File: config.mk
export PLATFORM = sky130hd
export DESIGN_NAME = irqc_vec32
export DESIGN_NICKNAME = d
export VERILOG_FILES = /design/src/rtl/irqc_pkg.sv /design/src/rtl/irqc_front.sv /design/src/rtl/irqc_regs.sv /design/src/rtl/irqc_vec.sv /design/src/rtl/irqc_vec32.sv
export SDC_FILE = /design/constraint.sdc
export NUM_CORES = 1
export LEC_CHECK = 0
export BUFFER_PORTS_ARGS = -buffer_cell sky130_fd_sc_hd__buf_4
export CORE_AREA = 2 2 147 149
export DETAILED_ROUTE_END_ITERATION = 12
export DIE_AREA = 0 0 149 151
export HOLD_SLACK_MARGIN = 0.06
export PLACE_DENSITY_LB_ADDON = 0.05
export SETUP_SLACK_MARGIN = 0.4
export SLEW_MARGIN = 20
export SYNTH_ARGS = -nofsm -noshare
export SYNTH_HDL_FRONTEND = slang
export SYNTH_SLANG_ARGS = --single-unit
File: constraint.sdc
create_clock -name clk -period 6.2 [get_ports clk]
set_clock_uncertainty 0.1 [all_clocks]
set_input_delay 1.24 -clock clk [delete_from_list [all_inputs] [get_ports clk]]
set_output_delay 1.24 -clock clk [all_outputs]
set_load 0.02 [all_outputs]
File: src/rtl/irqc_pkg.sv
package irqc_pkg;

    localparam int IRQC_W         = 32;
    localparam int IRQC_IW        = $clog2(IRQC_W);
    localparam int IRQC_OFF_W     = 4;
    localparam int IRQC_VEC_SHIFT = 9;

    typedef logic [IRQC_W-1:0] irqc_word_t;

    typedef enum logic [IRQC_OFF_W-1:0] {
        OFF_PEND_CLR = 4'd0,
        OFF_PEND_SET = 4'd1,
        OFF_ENA      = 4'd2,
        OFF_ROUTE    = 4'd3,
        OFF_SENSE    = 4'd4,
        OFF_TRIG     = 4'd5,
        OFF_MPEND    = 4'd6,
        OFF_VEC      = 4'd7,
        OFF_VSETUP   = 4'd8
    } irqc_off_e;

    typedef struct packed {
        irqc_word_t ena;
        irqc_word_t route;
        irqc_word_t sense;
        irqc_word_t trig;
        irqc_word_t vsetup;
    } irqc_cfg_t;

    // Rank of the winning source: distance from the top-priority end.
    function automatic logic [IRQC_IW-1:0] irqc_rank(input irqc_word_t p,
                                                     input logic       top_high);
        logic [IRQC_IW-1:0] r;
        r = '0;
        if (!top_high) begin
            for (int i = IRQC_W-1; i >= 0; i--)
                if (p[i]) r = IRQC_IW'(i);
        end else begin
            for (int i = 0; i < IRQC_W; i++)
                if (p[i]) r = IRQC_IW'(IRQC_W-1-i);
        end
        return r;
    endfunction

    function automatic irqc_word_t irqc_vsetup_fix(input irqc_word_t w);
        return w & ~irqc_word_t'(2);
    endfunction

endpackage

File: src/rtl/irqc_front.sv
module irqc_front
    import irqc_pkg::*;
(
    input  logic       clk,
    input  logic       rst,
    input  irqc_word_t raw,
    input  irqc_word_t sense,
    output irqc_word_t norm,
    output irqc_word_t rise
);
    irqc_word_t prev_q;

    for (genvar g = 0; g < IRQC_W; g++) begin : g_line
        logic s1_q, s2_q;
        always_ff @(posedge clk) begin
            if (rst) begin
                s1_q <= 1'b1;
                s2_q <= 1'b1;
            end else begin
                s1_q <= raw[g];
                s2_q <= s1_q;
            end
        end
        assign norm[g] = sense[g] ? s2_q : ~s2_q;
    end

    always_ff @(posedge clk) begin
        if (rst) prev_q <= '0;
        else     prev_q <= norm;
    end

    assign rise = norm & ~prev_q;

endmodule

File: src/rtl/irqc_regs.sv
module irqc_regs
    import irqc_pkg::*;
#(
    parameter bit VEC_EN = 1'b1
) (
    input  logic                  clk,
    input  logic                  rst,
    input  logic                  wr,
    input  logic [IRQC_OFF_W-1:0] off,
    input  irqc_word_t            wdata,
    input  irqc_word_t            norm,
    input  irqc_word_t            rise,
    output irqc_cfg_t             cfg,
    output irqc_word_t            pend
);
    irqc_off_e  off_e;
    irqc_word_t set_mask, clr_mask, hw_set, hw_clr, pend_d;

    assign off_e    = irqc_off_e'(off);
    assign set_mask = (wr && off_e == OFF_PEND_SET) ? wdata : '0;
    assign clr_mask = (wr && off_e == OFF_PEND_CLR) ? wdata : '0;
    assign hw_set   = (~cfg.trig & norm) | (cfg.trig & rise);
    assign hw_clr   = ~cfg.trig & ~norm;
    assign pend_d   = hw_set | set_mask | (pend & ~clr_mask & ~hw_clr);

    always_ff @(posedge clk) begin
        if (rst) pend <= '0;
        else     pend <= pend_d;
    end

    always_ff @(posedge clk) begin
        if (rst) begin
            cfg <= '0;
        end else if (wr) begin
            case (off_e)
                OFF_ENA:    cfg.ena    <= wdata;
                OFF_ROUTE:  cfg.route  <= wdata;
                OFF_SENSE:  cfg.sense  <= wdata;
                OFF_TRIG:   cfg.trig   <= wdata;
                OFF_VSETUP: cfg.vsetup <= VEC_EN ? irqc_vsetup_fix(wdata) : '0;
                default:    ;
            endcase
        end
    end

    // a level source mirrors the normalised input of the previous cycle
    a_r2_level_follow: assert property (@(posedge clk) disable iff (rst)
        1'b1 |=> ((~$past(cfg.trig) & ($past(norm) ^ pend) & ~$past(set_mask)) == '0));

    // an edge source stays pending until software clears it
    a_r3_edge_sticky: assert property (@(posedge clk) disable iff (rst)
        1'b1 |=> (($past(pend) & $past(cfg.trig) & ~$past(clr_mask) & ~pend) == '0));

    // the set port forces the written bits
    a_r5_set_port: assert property (@(posedge clk) disable iff (rst)
        (wr && off_e == OFF_PEND_SET) |=> ((pend & $past(wdata)) == $past(wdata)));

    // state right after reset is cleared
    a_r10_reset_clear: assert property (@(posedge clk) disable iff (rst)
        $fell(rst) |-> (cfg == '0 && pend == '0));

endmodule

File: src/rtl/irqc_vec.sv
module irqc_vec
    import irqc_pkg::*;
#(
    parameter bit VEC_EN = 1'b1
) (
    input  logic       clk,
    input  logic       rst,
    input  irqc_word_t crit_pend,
    input  irqc_word_t vsetup,
    output irqc_word_t vec
);
    if (VEC_EN) begin : g_vec
        logic [IRQC_IW-1:0] rank;
        irqc_word_t         base;

        assign rank = irqc_rank(crit_pend, vsetup[0]);
        assign base = vsetup & ~irqc_word_t'(3);
        assign vec  = (crit_pend != '0)
                    ? base + (irqc_word_t'(rank) << IRQC_VEC_SHIFT)
                    : '0;

        // the rank step never disturbs the base bits below the step size
        a_r8_vec_low_bits: assert property (@(posedge clk) disable iff (rst)
            (crit_pend != '0) |->
                (vec[IRQC_VEC_SHIFT-1:0] == base[IRQC_VEC_SHIFT-1:0]));
    end else begin : g_novec
        assign vec = '0;
    end

endmodule

File: src/rtl/irqc_vec32.sv
module irqc_vec32
    import irqc_pkg::*;
#(
    parameter bit VEC_EN = 1'b1
) (
    input  logic                  clk,
    input  logic                  rst,
    input  logic [IRQC_W-1:0]     irq_in,
    input  logic [IRQC_OFF_W-1:0] bus_off,
    input  logic                  bus_rd,
    input  logic                  bus_wr,
    input  logic [IRQC_W-1:0]     bus_wdata,
    output logic [IRQC_W-1:0]     bus_rdata,
    output logic                  irq_norm,
    output logic                  irq_crit
);
    irqc_word_t norm, rise, pend, vec, live, crit_pend, rd_val;
    irqc_cfg_t  cfg;

    irqc_front u_front (
        .clk   (clk),
        .rst   (rst),
        .raw   (irq_in),
        .sense (cfg.sense),
        .norm  (norm),
        .rise  (rise)
    );

    irqc_regs #(.VEC_EN(VEC_EN)) u_regs (
        .clk   (clk),
        .rst   (rst),
        .wr    (bus_wr),
        .off   (bus_off),
        .wdata (bus_wdata),
        .norm  (norm),
        .rise  (rise),
        .cfg   (cfg),
        .pend  (pend)
    );

    assign live      = pend & cfg.ena;
    assign crit_pend = live & cfg.route;

    irqc_vec #(.VEC_EN(VEC_EN)) u_vec (
        .clk       (clk),
        .rst       (rst),
        .crit_pend (crit_pend),
        .vsetup    (cfg.vsetup),
        .vec       (vec)
    );

    assign irq_norm = |(live & ~cfg.route);
    assign irq_crit = |crit_pend;

    always_comb begin
        case (irqc_off_e'(bus_off))
            OFF_PEND_CLR,
            OFF_PEND_SET: rd_val = pend;
            OFF_ENA:      rd_val = cfg.ena;
            OFF_ROUTE:    rd_val = cfg.route;
            OFF_SENSE:    rd_val = cfg.sense;
            OFF_TRIG:     rd_val = cfg.trig;
            OFF_MPEND:    rd_val = live;
            OFF_VEC:      rd_val = VEC_EN ? vec : '0;
            OFF_VSETUP:   rd_val = VEC_EN ? cfg.vsetup : '0;
            default:      rd_val = '0;
        endcase
    end

    assign bus_rdata = bus_rd ? rd_val : '0;

    // enabled-pending read never shows a bit that is not pending
    a_r6_mpend_subset: assert property (@(posedge clk) disable iff (rst)
        (bus_rd && irqc_off_e'(bus_off) == OFF_MPEND) |-> ((bus_rdata & ~pend) == '0));

    // the critical line implies the vector unit sees a pending source
    a_r4_crit_has_source: assert property (@(posedge clk) disable iff (rst)
        irq_crit |-> (($countones(pend & cfg.ena & cfg.route)) != 0));

endmodule

==> results of run 1 <==
flip-flops by register name (all words and copies together), names as in the netlist:
register             count
u_regs.cfg             159
u_front.g_line.s1_q     32
u_front.g_line.s2_q     32
u_front.prev_q          32
u_regs.pend             32
per-layer routing:
| metal | up-vias | GRT usage [%] | part of all wire [%] |
|---|---|---|---|
| met1 | 5992 | 55.2 | 41 |
| li1 | 5983 | - | - |
| met2 | 772 | 54.0 | 42 |
| met3 | 72 | 11.6 | 15 |
| met4 | 2 | 9.71 | 2.2 |
| met5 | - | 0 | 0.030 |
logic make-up after synthesis:
logic type,Yosys count,share of synthesized area (%)
flops,287,43.1
fa+ha+maj,7,0.713
xor+xnor,52,3.42
compound gates,520,24.5
buf+inv,124,4.07
simple gates,689,24.2
layout make-up:
cell class / count / area, sq um
clock inverter: 10 / 100
timing repair buffer: 124 / 945
fill: 1675 / 5670
inverter: 14 / 52.6
sequential: 287 / 5750
tap: 275 / 344
clock buffer: 40 / 847
multi-input combinational: 1268 / 7120
worst max-delay path, cell delays in order (launching register included):
cell,delay (ns)
dfxtp_1,0.35
and3_1,0.26
a311oi_1,0.35
o21ai_0,0.15
a221oi_1,0.34
o2bb2ai_1,0.17
ha_1,0.19
inv_1,0.06
fa_1,0.42
nand2b_1,0.20
a21oi_2,0.36
o2111ai_1,0.17
xor2_1,0.17
o22ai_1,0.15
buf_4,0.17
how the worst min path moves through the flow:
stage / cells past startpoint / slack (ns) / end
2_1_floorplan: 1 / 0.29 / u_front.g_line[0].s2_q
3_3_place_gp: 1 / 0.29 / u_front.g_line[29].s2_q
3_5_place_dp: 1 / 0.29 / u_front.g_line[1].s2_q
4_1_cts: 1 / 0.31 / u_front.g_line[3].s2_q
5_1_grt: 1 / 0.32 / u_front.g_line[8].s2_q
6_report: 1 / 0.31 / u_front.g_line[3].s2_q
power groups by stage:
stage / sequential, W / clock, W / combinational, W
floorplan: 0.00196 / 0 / 0.000128
global placement: 0.00197 / 0 / 0.000225
detailed placement: 0.00197 / 0 / 0.000229
CTS: 0.00193 / 0.00174 / 0.000231
global route: 0.00194 / 0.00182 / 0.000254
finish: 0.00193 / 0.00173 / 0.000239
stage by stage:
step                cell area [sq um]  hold slack [ns]  setup slack (ns)  power, W
floorplan                       13300            0.289              1.70   0.00208
CTS                             15100            0.306             0.682   0.00390
finish                          15200            0.307             0.812   0.00391
global placement                14200            0.290              1.30   0.00219
detailed placement              14200            0.293              1.25   0.00220
global route                    15200            0.316             0.500   0.00401
cell usage in the layout (no fill, tap or decap), types with 3 or more instances in the layout:
cell type	Yosys	routed
nor4_1	4	4
o2111ai_1	7	7
o22ai_2	17	17
and4_1	3	3
clkbuf_1	65	3
nor3_1	6	6
nand2_1	421	421
nor4_4	4	4
nand3_1	66	66
ha_1	6	6
a22oi_1	64	64
and3_1	29	29
a31oi_1	3	3
nor2_1	50	48
o22ai_1	23	23
o211ai_1	23	23
a21o_1	26	26
nand4_1	6	6
clkbuf_8	0	9
xor2_1	50	50
a221oi_1	25	25
dfxtp_1	287	287
buf_4	2	122
or4_1	3	3
and2_1	5	5
clkinv_2	0	8
clkbuf_16	0	29
o21ai_0	26	26
a211oi_1	9	9
a21oi_1	279	278
or2_2	67	67
inv_1	14	14
==> results.tsv, run 1 <==
metric	value	unit
Post-synth top cells	421 x nand2_1, 287 x dfxtp_1, 279 x a21oi_1, 67 x or2_2, 66 x nand3_1	
DRC Markers	0	
Clock power frac	44.4	%
num ports	106	
RSZ-0062 raised after global routing	false	
ys flop type	dfxtp_1	
clk root buf	clkbuf_16	
post-synth top area cell	dfxtp_1	
Layout Nets	1802	
Worst Tran Pin Value	1.08	ns
CTS Buf Count	28	
final std cells w/o fill	2018	
first-pass GRT wire length	65500	um
Internal	0.00300	W
post-synth top area share	43.1	%
Initial Util	64.0	%
core area	0.0208	sq mm
dpl cells	1967	
Synth Area per Inst	7.94	sq um
drt pass-1 iters	8	
Sw Pwr	0.000902	W
Critical R2R Capture	u_regs.pend[3]	
final count of pins violating max slew	0	
Yosys warnings	0	
floorplan die width	149	um
Synth async-reset ratio	0	%
Worst-path clk slew	0.07	ns
final setup fails	0	
Synth Instances	1679	
post-synthesis sequential area ratio	43.1	%
status	finished, final reports clean	
Hold Fails Final Rpt	0	
DPL Wire Length	30000	um
largest net degree at the start of global routing	141	
reg2reg setup slack	4.97	ns
Min Clock Period, post-route	5.39	ns
Synth Cell Area	0.0133	sq mm
Global Route Usage Sum	37.7	%
Overflow after GRT	0	
Util after Layout	72.8	%
Worst Hold Class	reg2reg	
max cap viols	0	
GP Congestion	1.06	
Startpoint Class	flip-flop	
WL/cell	21.5	um
Setup CP Type	reg2out	
Starting DRT DRC Count	1556	
CTS tree	done	
count of different cell masters after synthesis	64	
Mapped Nets	1758	
Hold-fix buffers, CTS	0	
ant diodes	0	
Rows	53	
post-cts resize count	0	
post-synthesis sequential element count	287	
Leak Pwr	5.63	nW
htree depth	1	
crit end category	output pin	
Sw Ratio	23.1	%
Critical Path RT	4.86	ns
number of port buffers	105	
CP Launch Point	u_regs.pend[23]	
drt total wl	43400	um
Skew-Pair Late Insertion Delay	0.53	ns
Period Utilization, post-route	86.9	%
initial antenna violation count	1	
CP max FO	9	
R2R cell count	4	
DRT antenna net count	0	
number of synthesized flops with an enable pin	0	
Die Footprint	0.0225	sq mm
maximum vdd drop	0.000261	V
share of cells above drive strength 1	16.1	%
Fin Setup TNS	0	ns
top-count cell post-synth	nand2_1	
PD cells	258	mW/mm^2
CP Data Arrival Time	4.05	ns
DR vias	12821	
Sequential Power Share	49.5	%
Slew headroom	28.0	%
clk sinks	287	
postcts setup bufs	0	
Avg Vias per Cell	6.35	
Area Overhead vs Synth	13.7	%
crit path capture	bus_rdata[31]	
worst r2r src	u_regs.cfg[67]	
main area contributors after synthesis	dfxtp_1 43%, nand2_1 12%, a21oi_1 10%	
die extent in y	151	um
Gate power share	6.1	%
Clock Tree Buf Depth	3	
vias in the first global route	11334	
worst hold start	u_front.g_line[3].s1_q	
fmax	0.186	GHz
(Power assumes the default switching activity.)
==> run 2: changes to the inputs <==
- BUFFER_PORTS_ARGS: -buffer_cell sky130_fd_sc_hd__buf_4 -> default
- CORE_AREA: 2 2 147 149 -> 2 2 112 195
- CTS_BUF_LIST: default -> sky130_fd_sc_hd__clkbuf_8
- DIE_AREA: 0 0 149 151 -> 0 0 114 197
- DONT_BUFFER_PORTS: default -> 1
==> results.tsv, run 2 (synthesized netlist as in run 1, its figures left out) <==
metric	value	unit
Hold Fails Final Rpt	0	
postcts setup bufs	0	
worst slack, placed	1.17	ns
DRC Markers	0	
Fin Setup TNS	0	ns
most frequent cell on the critical path	a21oi_1	
status	finished, final reports clean	
Startpoint Class	flip-flop	
num ports	106	
crit end category	output pin	
# fillers	1770	
CP max FO	9	
commonest non-fill, non-tap cell in the layout	nand2_1	
max incr delay on CP	0.46	ns
DRT antenna net count	0	
DPL Wire Length	29600	um
RSZ-0062 raised after global routing	false	
worst hold start	u_front.g_line[9].s1_q	
Layout Nets	1712	
Global Route Usage Sum	41.2	%
vias in the first global route	12482	
CP Data Arrival Time	4.19	ns
DR vias	12775	
largest net degree at the start of global routing	288	
Setup CP Type	reg2out	
max cap viols	0	
number of port buffers	0	
maximum vdd drop	0.000215	V
clk root buf	clkbuf_8	
fmax	0.181	GHz
reg2reg setup slack	4.88	ns
GP Congestion	0.983	
Skew-Pair Late Insertion Delay	0.58	ns
Worst-path clk slew	0.07	ns
fin worst setup slack	0.671	ns
initial antenna violation count	2	
Die Footprint	0.0225	sq mm
core area	0.0208	sq mm
first-pass GRT wire length	70800	um
share of cells above drive strength 1	12.4	%
die extent in y	197	um
Worst Tran Pin Value	1.01	ns
PD cells	259	mW/mm^2
Starting DRT DRC Count	1413	
floorplan die width	114	um
R2R cell count	4	
number of flip-flops in the largest register	159	
final std cells w/o fill	1918	
CTS Buf Count	42	
final count of pins violating max slew	0	
Period Utilization, post-route	89.2	%
WL/cell	24.1	um
Worst Hold Path EP	u_front.g_line[9].s2_q	
sequence of cells on the critical path	nand3_1 > a21oi_1 > o21ai_0 > a221oi_1 > o2bb2ai_1 > ha_1 > inv_1 > fa_1 > nand2b_1 > a21oi_1 > buf_4 > o2111ai_1 > xor2_1 > o22ai_1	
most frequent cells in the layout	419 x nand2_1, 287 x dfxtp_1, 279 x a21oi_1, 67 x or2_2, 66 x nand3_1	
htree depth	2	
dpl cells	1841	
Largest Register	u_regs.cfg	
drt total wl	46200	um
clk sinks	287	
drt pass-1 iters	5	
Util after Layout	68.7	%
Power Total	0.00371	W
CTS tree	done	
Avg Vias per Cell	6.66	
worst r2r src	u_front.g_line[4].s2_q	
Min Clock Period, post-route	5.53	ns
Worst Hold Class	reg2reg	
Leak Pwr	5.13	nW
Hold Path Depth	1	
Area Overhead vs Synth	7.47	%
Overflow after GRT	0	
Initial Util	63.9	%
Clock Tree Buf Depth	3	
Worst path slowest cell	dfxtp_1	
Critical Path RT	4.86	ns
Slew headroom	32.6	%
final setup fails	0	
Rows	70	
Critical R2R Capture	u_regs.pend[4]	
==> run 2: changes by cell type in the layout (fill, tap and decap cells not counted), sizes merged <==
cell      previous run  this run
inv                 14        20
bufinv               2         0
clkbuf              41        61
diode                0         1
clkinvlp             0         2
clkinv               8         7
buf                123        20
==> run 2: final cells by class <==
cell class	count	area, sq um	area share [%]
multi-input cells	1268	7130	49.8
flip-flops and latches	287	5750	40.1
clock buffers	61	840	5.86
well taps	252	315	2.20
repair buffers	20	158	1.10
clock inverters	15	80.1	0.559
inverters	14	52.6	0.367
diodes	1	2.50	0.0175
==> run 2: where the power goes <==
group	switching, W	internal [W]	total [W]	leakage (nW)
combinational	0.0000856	0.0000554	0.000141	2.29
clock	0.000761	0.000875	0.00164	0.499
sequential	0.0000407	0.00189	0.00193	2.34
total	0.000887	0.00282	0.00371	5.13
==> run 2: what timing repair did <==
item,in CTS,in global routing
resized for setup,0,2
hold buffers,0,0
endpoints found under the setup margin,0,3
==> run 2: worst max path at each step <==
stage	start	end	cells after the start
finish	u_regs.cfg[114]	bus_rdata[31]	14
global route	u_regs.pend[21]	bus_rdata[31]	14
CTS	u_regs.pend[21]	bus_rdata[13]	13
detailed placement	u_regs.cfg[114]	bus_rdata[13]	13
global placement	u_regs.cfg[111]	bus_rdata[14]	11
floorplan	u_regs.pend[23]	bus_rdata[31]	13
==> run 2: per-stage QoR <==
step,hold slack [ns],instance area [sq um]
final,0.307,14300
after global routing,0.317,14300
after CTS,0.310,14300
after detailed placement,0.293,13400
after global placement,0.290,13400
after floorplan,0.289,13300
==> run 2: worst max-delay path: cells and delay by family, from the launching register on <==
kind            cells  cell delay (ns)
fa+ha+maj           2             0.60
buf+inv             2             0.29
simple gates        2             0.37
flops               1             0.46
xor+xnor            1             0.18
compound gates      7             1.70
==> run 2: routing by layer <==
| metal | vias to the layer above | global-route usage [%] | share of wire, % |
|---|---|---|---|
| met1 | 6004 | 45.4 | 34 |
| met5 | - | 0 | 0 |
| li1 | 5809 | - | - |
| met4 | 0 | 30.1 | 8.1 |
| met3 | 226 | 10.1 | 9.8 |
| met2 | 736 | 68.2 | 48 |
